**config.mk**
```make
export PLATFORM = sky130hd
export DESIGN_NAME = tmr_frac_prescaler
export DESIGN_NICKNAME = d
export VERILOG_FILES = /design/src/rtl/tmr_pkg.sv /design/src/rtl/tmr_regs.sv /design/src/rtl/tmr_src_sel.sv /design/src/rtl/tmr_phase_acc.sv /design/src/rtl/tmr_counter.sv /design/src/rtl/tmr_frac_prescaler.sv
export SDC_FILE = /design/constraint.sdc
export NUM_CORES = 1
export LEC_CHECK = 0
export BUFFER_PORTS_ARGS = -buffer_cell sky130_fd_sc_hd__buf_2
export CAP_MARGIN = 15
export CORE_MARGIN = 2
export CORE_UTILIZATION = 59
export DETAILED_ROUTE_END_ITERATION = 16
export PLACE_DENSITY = 0.83
export SLEW_MARGIN = 15
export SYNTH_ARGS = -nofsm -noshare
export SYNTH_HDL_FRONTEND = slang
export SYNTH_SLANG_ARGS = --single-unit
```
**constraint.sdc**
```tcl
create_clock -name clk -period 4.2 [get_ports clk]
set_clock_uncertainty 0.05 [all_clocks]
set_input_delay 1.26 -clock clk [delete_from_list [all_inputs] [get_ports clk]]
set_output_delay 1.26 -clock clk [all_outputs]
set_load 0.1 [all_outputs]
```
**src/rtl/tmr_pkg.sv**
```systemverilog
package tmr_pkg;

    localparam int ADDR_W = 8;
    localparam int FRAC_W = 32;
    localparam int CNT_W  = 64;

    localparam logic [ADDR_W-1:0] ADDR_MODE = 8'h00;
    localparam logic [ADDR_W-1:0] ADDR_RATE = 8'h08;

    localparam int MODE_SRC_BIT  = 8;
    localparam int MODE_STEP_BIT = 9;

    typedef enum logic {
        SRC_REF = 1'b0,
        SRC_ALT = 1'b1
    } src_e;

    typedef enum logic {
        STEP_ONE = 1'b0,
        STEP_TWO = 1'b1
    } step_e;

    typedef struct packed {
        step_e step;
        src_e  src;
    } mode_t;

    localparam mode_t MODE_RESET = '{step: STEP_ONE, src: SRC_REF};

endpackage

```
**src/rtl/tmr_regs.sv**
```systemverilog
module tmr_regs
    import tmr_pkg::*;
#(
    parameter int AW = ADDR_W,
    parameter int FW = FRAC_W
) (
    input  logic          clk,
    input  logic          rst,
    input  logic          wr_en,
    input  logic [AW-1:0] wr_addr,
    input  logic [FW-1:0] wr_data,
    output mode_t         mode,
    output logic [FW-1:0] rate,
    output logic          cfg_wr
);

    logic hit_mode, hit_rate;

    always_comb begin
        hit_mode = wr_en && (wr_addr == AW'(ADDR_MODE));
        hit_rate = wr_en && (wr_addr == AW'(ADDR_RATE));
        cfg_wr   = hit_mode || hit_rate;
    end

    always_ff @(posedge clk) begin
        if (rst) begin
            mode <= MODE_RESET;
            rate <= '0;
        end else begin
            if (hit_mode) begin
                mode.src  <= src_e'(wr_data[MODE_SRC_BIT]);
                mode.step <= step_e'(wr_data[MODE_STEP_BIT]);
            end
            if (hit_rate) begin
                rate <= wr_data;
            end
        end
    end

    // a write whose address matches neither register leaves configuration alone
    p_foreign_addr_r8: assert property (@(posedge clk) disable iff (rst)
        ($past(!rst) && $past(wr_en) && !$past(hit_mode) && !$past(hit_rate))
        |-> ($stable(rate) && $stable(mode)));

endmodule

```
**src/rtl/tmr_src_sel.sv**
```systemverilog
module tmr_src_sel
    import tmr_pkg::*;
(
    input  src_e src,
    input  logic ref_en,
    input  logic alt_en,
    output logic sel_en
);

    always_comb begin
        unique case (src)
            SRC_REF: sel_en = ref_en;
            SRC_ALT: sel_en = alt_en;
            default: sel_en = 1'b0;
        endcase
    end

endmodule

```
**src/rtl/tmr_phase_acc.sv**
```systemverilog
module tmr_phase_acc #(
    parameter int FW = tmr_pkg::FRAC_W
) (
    input  logic          clk,
    input  logic          rst,
    input  logic          en,
    input  logic          clr,
    input  logic [FW-1:0] rate,
    output logic          tick_now,
    output logic          tick_q
);

    localparam logic [FW-1:0] UNIT = FW'(1) << (FW-1);

    logic [FW-1:0] phase_q, phase_d;
    logic [FW-1:0] rate_c;
    logic [FW-1:0] sum;

    always_comb begin
        rate_c   = (rate > UNIT) ? UNIT : rate;
        sum      = phase_q + rate_c;
        tick_now = 1'b0;
        phase_d  = phase_q;
        if (clr) begin
            phase_d = '0;
        end else if (en) begin
            tick_now = sum[FW-1];
            phase_d  = {1'b0, sum[FW-2:0]};
        end
    end

    always_ff @(posedge clk) begin
        if (rst) begin
            phase_q <= '0;
            tick_q  <= 1'b0;
        end else begin
            phase_q <= phase_d;
            tick_q  <= tick_now;
        end
    end

    // the retained phase stays below one whole unit
    p_phase_bound_r3: assert property (@(posedge clk) disable iff (rst)
        phase_q < UNIT);

    // an accepted write leaves the phase at zero
    p_clear_phase_r7: assert property (@(posedge clk) disable iff (rst)
        ($past(!rst) && $past(clr)) |-> (phase_q == '0 && !tick_q));

    // a rate at or above one unit ticks on every enable
    p_clamp_tick_r4: assert property (@(posedge clk) disable iff (rst)
        ($past(!rst) && $past(en) && !$past(clr) && $past(rate) >= UNIT) |-> tick_q);

    // a zero rate never produces a tick
    p_stopped_r1: assert property (@(posedge clk) disable iff (rst)
        ($past(!rst) && $past(rate) == '0) |-> !tick_q);

endmodule

```
**src/rtl/tmr_counter.sv**
```systemverilog
module tmr_counter
    import tmr_pkg::*;
#(
    parameter int CW = CNT_W
) (
    input  logic          clk,
    input  logic          rst,
    input  logic          inc,
    input  step_e         step,
    output logic [CW-1:0] count
);

    logic [CW-1:0] delta;

    always_comb begin
        delta = (step == STEP_TWO) ? CW'(2) : CW'(1);
    end

    always_ff @(posedge clk) begin
        if (rst) begin
            count <= '0;
        end else if (inc) begin
            count <= count + delta;
        end
    end

endmodule

```
**src/rtl/tmr_frac_prescaler.sv**
```systemverilog
module tmr_frac_prescaler
    import tmr_pkg::*;
#(
    parameter int AW = ADDR_W,
    parameter int FW = FRAC_W,
    parameter int CW = CNT_W
) (
    input  logic          clk,
    input  logic          rst,
    input  logic          wr_en,
    input  logic [AW-1:0] wr_addr,
    input  logic [FW-1:0] wr_data,
    input  logic          ref_en,
    input  logic          alt_en,
    output logic [CW-1:0] count,
    output logic          tick
);

    mode_t         mode;
    logic [FW-1:0] rate;
    logic          cfg_wr;
    logic          sel_en;
    logic          tick_now;

    tmr_regs #(.AW(AW), .FW(FW)) u_regs (
        .clk     (clk),
        .rst     (rst),
        .wr_en   (wr_en),
        .wr_addr (wr_addr),
        .wr_data (wr_data),
        .mode    (mode),
        .rate    (rate),
        .cfg_wr  (cfg_wr)
    );

    tmr_src_sel u_src (
        .src    (mode.src),
        .ref_en (ref_en),
        .alt_en (alt_en),
        .sel_en (sel_en)
    );

    tmr_phase_acc #(.FW(FW)) u_acc (
        .clk      (clk),
        .rst      (rst),
        .en       (sel_en),
        .clr      (cfg_wr),
        .rate     (rate),
        .tick_now (tick_now),
        .tick_q   (tick)
    );

    tmr_counter #(.CW(CW)) u_cnt (
        .clk   (clk),
        .rst   (rst),
        .inc   (tick_now),
        .step  (mode.step),
        .count (count)
    );

    // count holds whenever no tick is shown
    p_hold_without_tick_r9: assert property (@(posedge clk) disable iff (rst)
        ($past(!rst) && !tick) |-> $stable(count));

    // a tick moves count by the selected step
    p_tick_step_r6: assert property (@(posedge clk) disable iff (rst)
        ($past(!rst) && tick) |->
        (count == $past(count) + (($past(mode.step) == STEP_TWO) ? CW'(2) : CW'(1))));

    // a tick needs the selected enable in the previous cycle
    p_tick_needs_en_r5: assert property (@(posedge clk) disable iff (rst)
        ($past(!rst) && tick) |-> $past(sel_en));

    // no tick follows an accepted write
    p_no_tick_on_write_r7: assert property (@(posedge clk) disable iff (rst)
        ($past(!rst) && $past(cfg_wr)) |-> !tick);

endmodule

```
==> results_dict.tcl <==
set metrics [dict create \
    num_antenna_cells 0 \
    die_x_um 123 \
    cts_tree "built" \
    power.switching_uw 680 \
    cp_slowest_cell "a2111oi_2" \
    startpoint "u_regs.rate[23]" \
    crit_chain "nor4_2, nand4_1, o21ai_1, buf_4, and2_1, ha_1, a21o_1, or3_1, a211oi_2, nor2_2, a21oi_4, buf_12, nand3_4, a2111oi_2, mux2_1" \
    r2r_slack_ps 180 \
    clock_latency_ps 430 \
    power_switching_share_pct 22.9 \
    final_cell_mix "nand2_1, dfxtp_1, a21oi_1" \
    dieArea_sq_mm 0.0150 \
    antenna_found_initial 0 \
    max_cap_violations 0 \
    slowest_delay_ps 430 \
    grt_pass1_vias 7480 \
    io_pins 110 \
    path_buf_inv 2 \
    r2r_end "u_cnt.count[43]" \
    finalCritPeriodShare_pct 95.6 \
    clk_pin_slew_ps 60 \
    rr_startpoint "u_regs.rate[23]" \
    ff2ff_path_depth 15 \
    cp-endpoint "u_cnt.count[43]" \
    dr.first_iter.drc_count 716 \
    final_cell_area_sq_mm 0.00971 \
    syn_inst 1054 \
    critPathRequiredTime_ps 4460 \
    cts_buffers 17 \
    critPathCaptureType "register" \
    synth-edff-count 0 \
    fin_nets 1230 \
    worstSetupStartpointType "register" \
    p_comb_share_pct 3.6 \
    grt_max_degree 150 \
    syn-cell-area_sq_mm 0.00830 \
    hold_viol_final 0 \
    drive_gt1_share_pct 21.2 \
    syn_area_per_cell_sq_um 7.88 \
    setup_viol 0 \
    clk_path_buf_depth 2 \
    pwr-share-clk_pct 54.6 \
    core_area_sq_mm 0.0138 \
    dp_hpwl_mm 15.4 \
    drtAntennaViolNets 0 \
    seq_power_share_pct 41.7 \
    outcome "completed" \
    gp_congestion 0.952 \
    port_buffers 109 \
    drc 0 \
    die_h_um 123 \
    hold_depth 2 \
    fp-row-count 43 \
    post-route-min-period_ps 4020 \
    placedInstanceArea_sq_mm 0.00902 \
    ir_drop_mv 0.392 \
    drt-wirelength-per-cell_um 16.3 \
    drv_slew 0 \
    critical_path_peak_fanout 14 \
    crit_family "simple AND/OR/NAND/NOR gates" \
    cp.depth 15 \
    syn2layout_area_growth_pct 17.0 \
    start_util_pct 60.1 \
    synth-seq-cells 130 \
    dr.pass1.iters 6 \
    arrival_ps 4280 \
    slew-limit-headroom_pct 39.7 \
    ys.flop_type "dfxtp_1" \
    grt_first_pass_wirelength_mm 35.2 \
    rsz0062_at_grt "yes" \
    power.internal_uw 2290 \
    cts-root-buf "clkbuf_16" \
    grtUsageTotal_pct 29.3 \
    pwr_density_cell_mw_per_mm2 306 \
    p_leak_uw 0.00413 \
    vias 8040 \
    postSynthNetCount 1134 \
    worst_pin_slew_ps 901 \
    async_flop_share_pct 0 \
    cts-htree-levels 4 \
    max_freq_mhz 249 \
    finalSetupTns_ps 0 \
    cts.sinks 130 \
    vias_per_cell 5.99 \
    hp-class "reg -> reg" \
    ys_seq_area_share_pct 31.3 \
    final_common_cell "nand2_1" \
    yosysUniqueCellTypes 73 \
    ys_warn_count 0 \
    wl_mm 21.9 \
    gr-total-overflow 0 \
    worstSetupPathType "reg -> reg" \
]
## registers in the layout, indices dropped and copies added, names as in the netlist
signal and cells:
u_regs.rate 32, u_acc.tick_q 1, u_acc.phase_q 31, u_regs.mode 2
u_cnt.count 64
## synth_stat cells (all sizes together), types with 18 or more instances
cell    number  share of area (%)
nand2      152                6.9
dfxtp      130                 31
a21oi      121                7.8
nor2        93                4.2
mux2        58                7.9
nor2b       58                4.4
clkbuf      44                2.0
nand3       42                2.8
and2        36                2.7
ha          33                5.0
o21ai       30                1.9
a21o        23                2.2
nand4       23                1.9
and3        20                1.5
a21boi      18                1.8
nor4        18                1.7
## cell families (layout without fill, tap and decap cells)
kind of cell,Yosys count,in the layout,share of synthesized area (%)
and+or+nand+nor,495,495,30.8
xor gates and xnor gates,17,17,1.79
muxes,61,61,8.23
buffers and inverters,73,182,3.65
AOI/OAI and AO/OA,243,243,18.7
adders and majority gates,35,35,5.45
DFF,130,130,31.3
## worst min-delay path, stage by stage (launching register included)
cell     delay, ps
dfxtp_1        310
nand2_1         50
a21oi_1         50
## repair_timing
item / 4_1_cts / 5_1_grt
resized for setup: 0 / 4
setup buffers: 0 / 3
hold buffers: 0 / 0
endpoints found under the setup margin: 0 / 66
## final cells by class
cell class / instances / area (sq um)
clock inverters: 14 / 199
fillers: 1088 / 4110
inverters: 17 / 63.8
well taps: 180 / 225
multi-input cells: 851 / 5430
clock buffers: 18 / 439
flip-flops and latches: 130 / 2600
repair buffers: 133 / 753
## per-layer routing
metal | track usage, % | share of wire, %
met1 | 36.6 | 42
met2 | 48.6 | 48
met3 | 6.37 | 6.9
met4 | 12.5 | 2.7
met5 | 0 | 0
## through the flow
step	utilization [%]	total power (uW)	instances	hold slack, ps	setup slack, ps
floorplan	-	1330	1054	386	346
global placement	65.2	1370	1308	397	232
detailed placement	65.2	1370	1308	401	119
CTS	69.9	2970	1340	412	50.0
global route	70.2	3040	1343	437	-62.1
finish	70.2	2970	1343	409	185
## power by group through the flow
stage	clock network, uW	registers (uW)	logic, uW
6_report	1620	1240	108
5_1_grt	1680	1240	120
4_1_cts	1620	1240	107
3_5_place_dp	0	1270	106
3_3_place_gp	0	1270	103
2_1_floorplan	0	1270	63.2
## worst min path at each step
| stage | start | endpoint | slack (ps) |
|---|---|---|---|
| after floorplan | u_acc.phase_q[12] | u_acc.phase_q[12] | 390 |
| after global placement | u_acc.phase_q[9] | u_acc.phase_q[9] | 400 |
| after detailed placement | u_acc.phase_q[6] | u_acc.phase_q[6] | 400 |
| after CTS | u_acc.phase_q[6] | u_acc.phase_q[6] | 410 |
| after global routing | u_acc.phase_q[22] | u_acc.phase_q[22] | 440 |
| final | u_acc.phase_q[6] | u_acc.phase_q[6] | 410 |
Power figures use the tool's default switching activity.
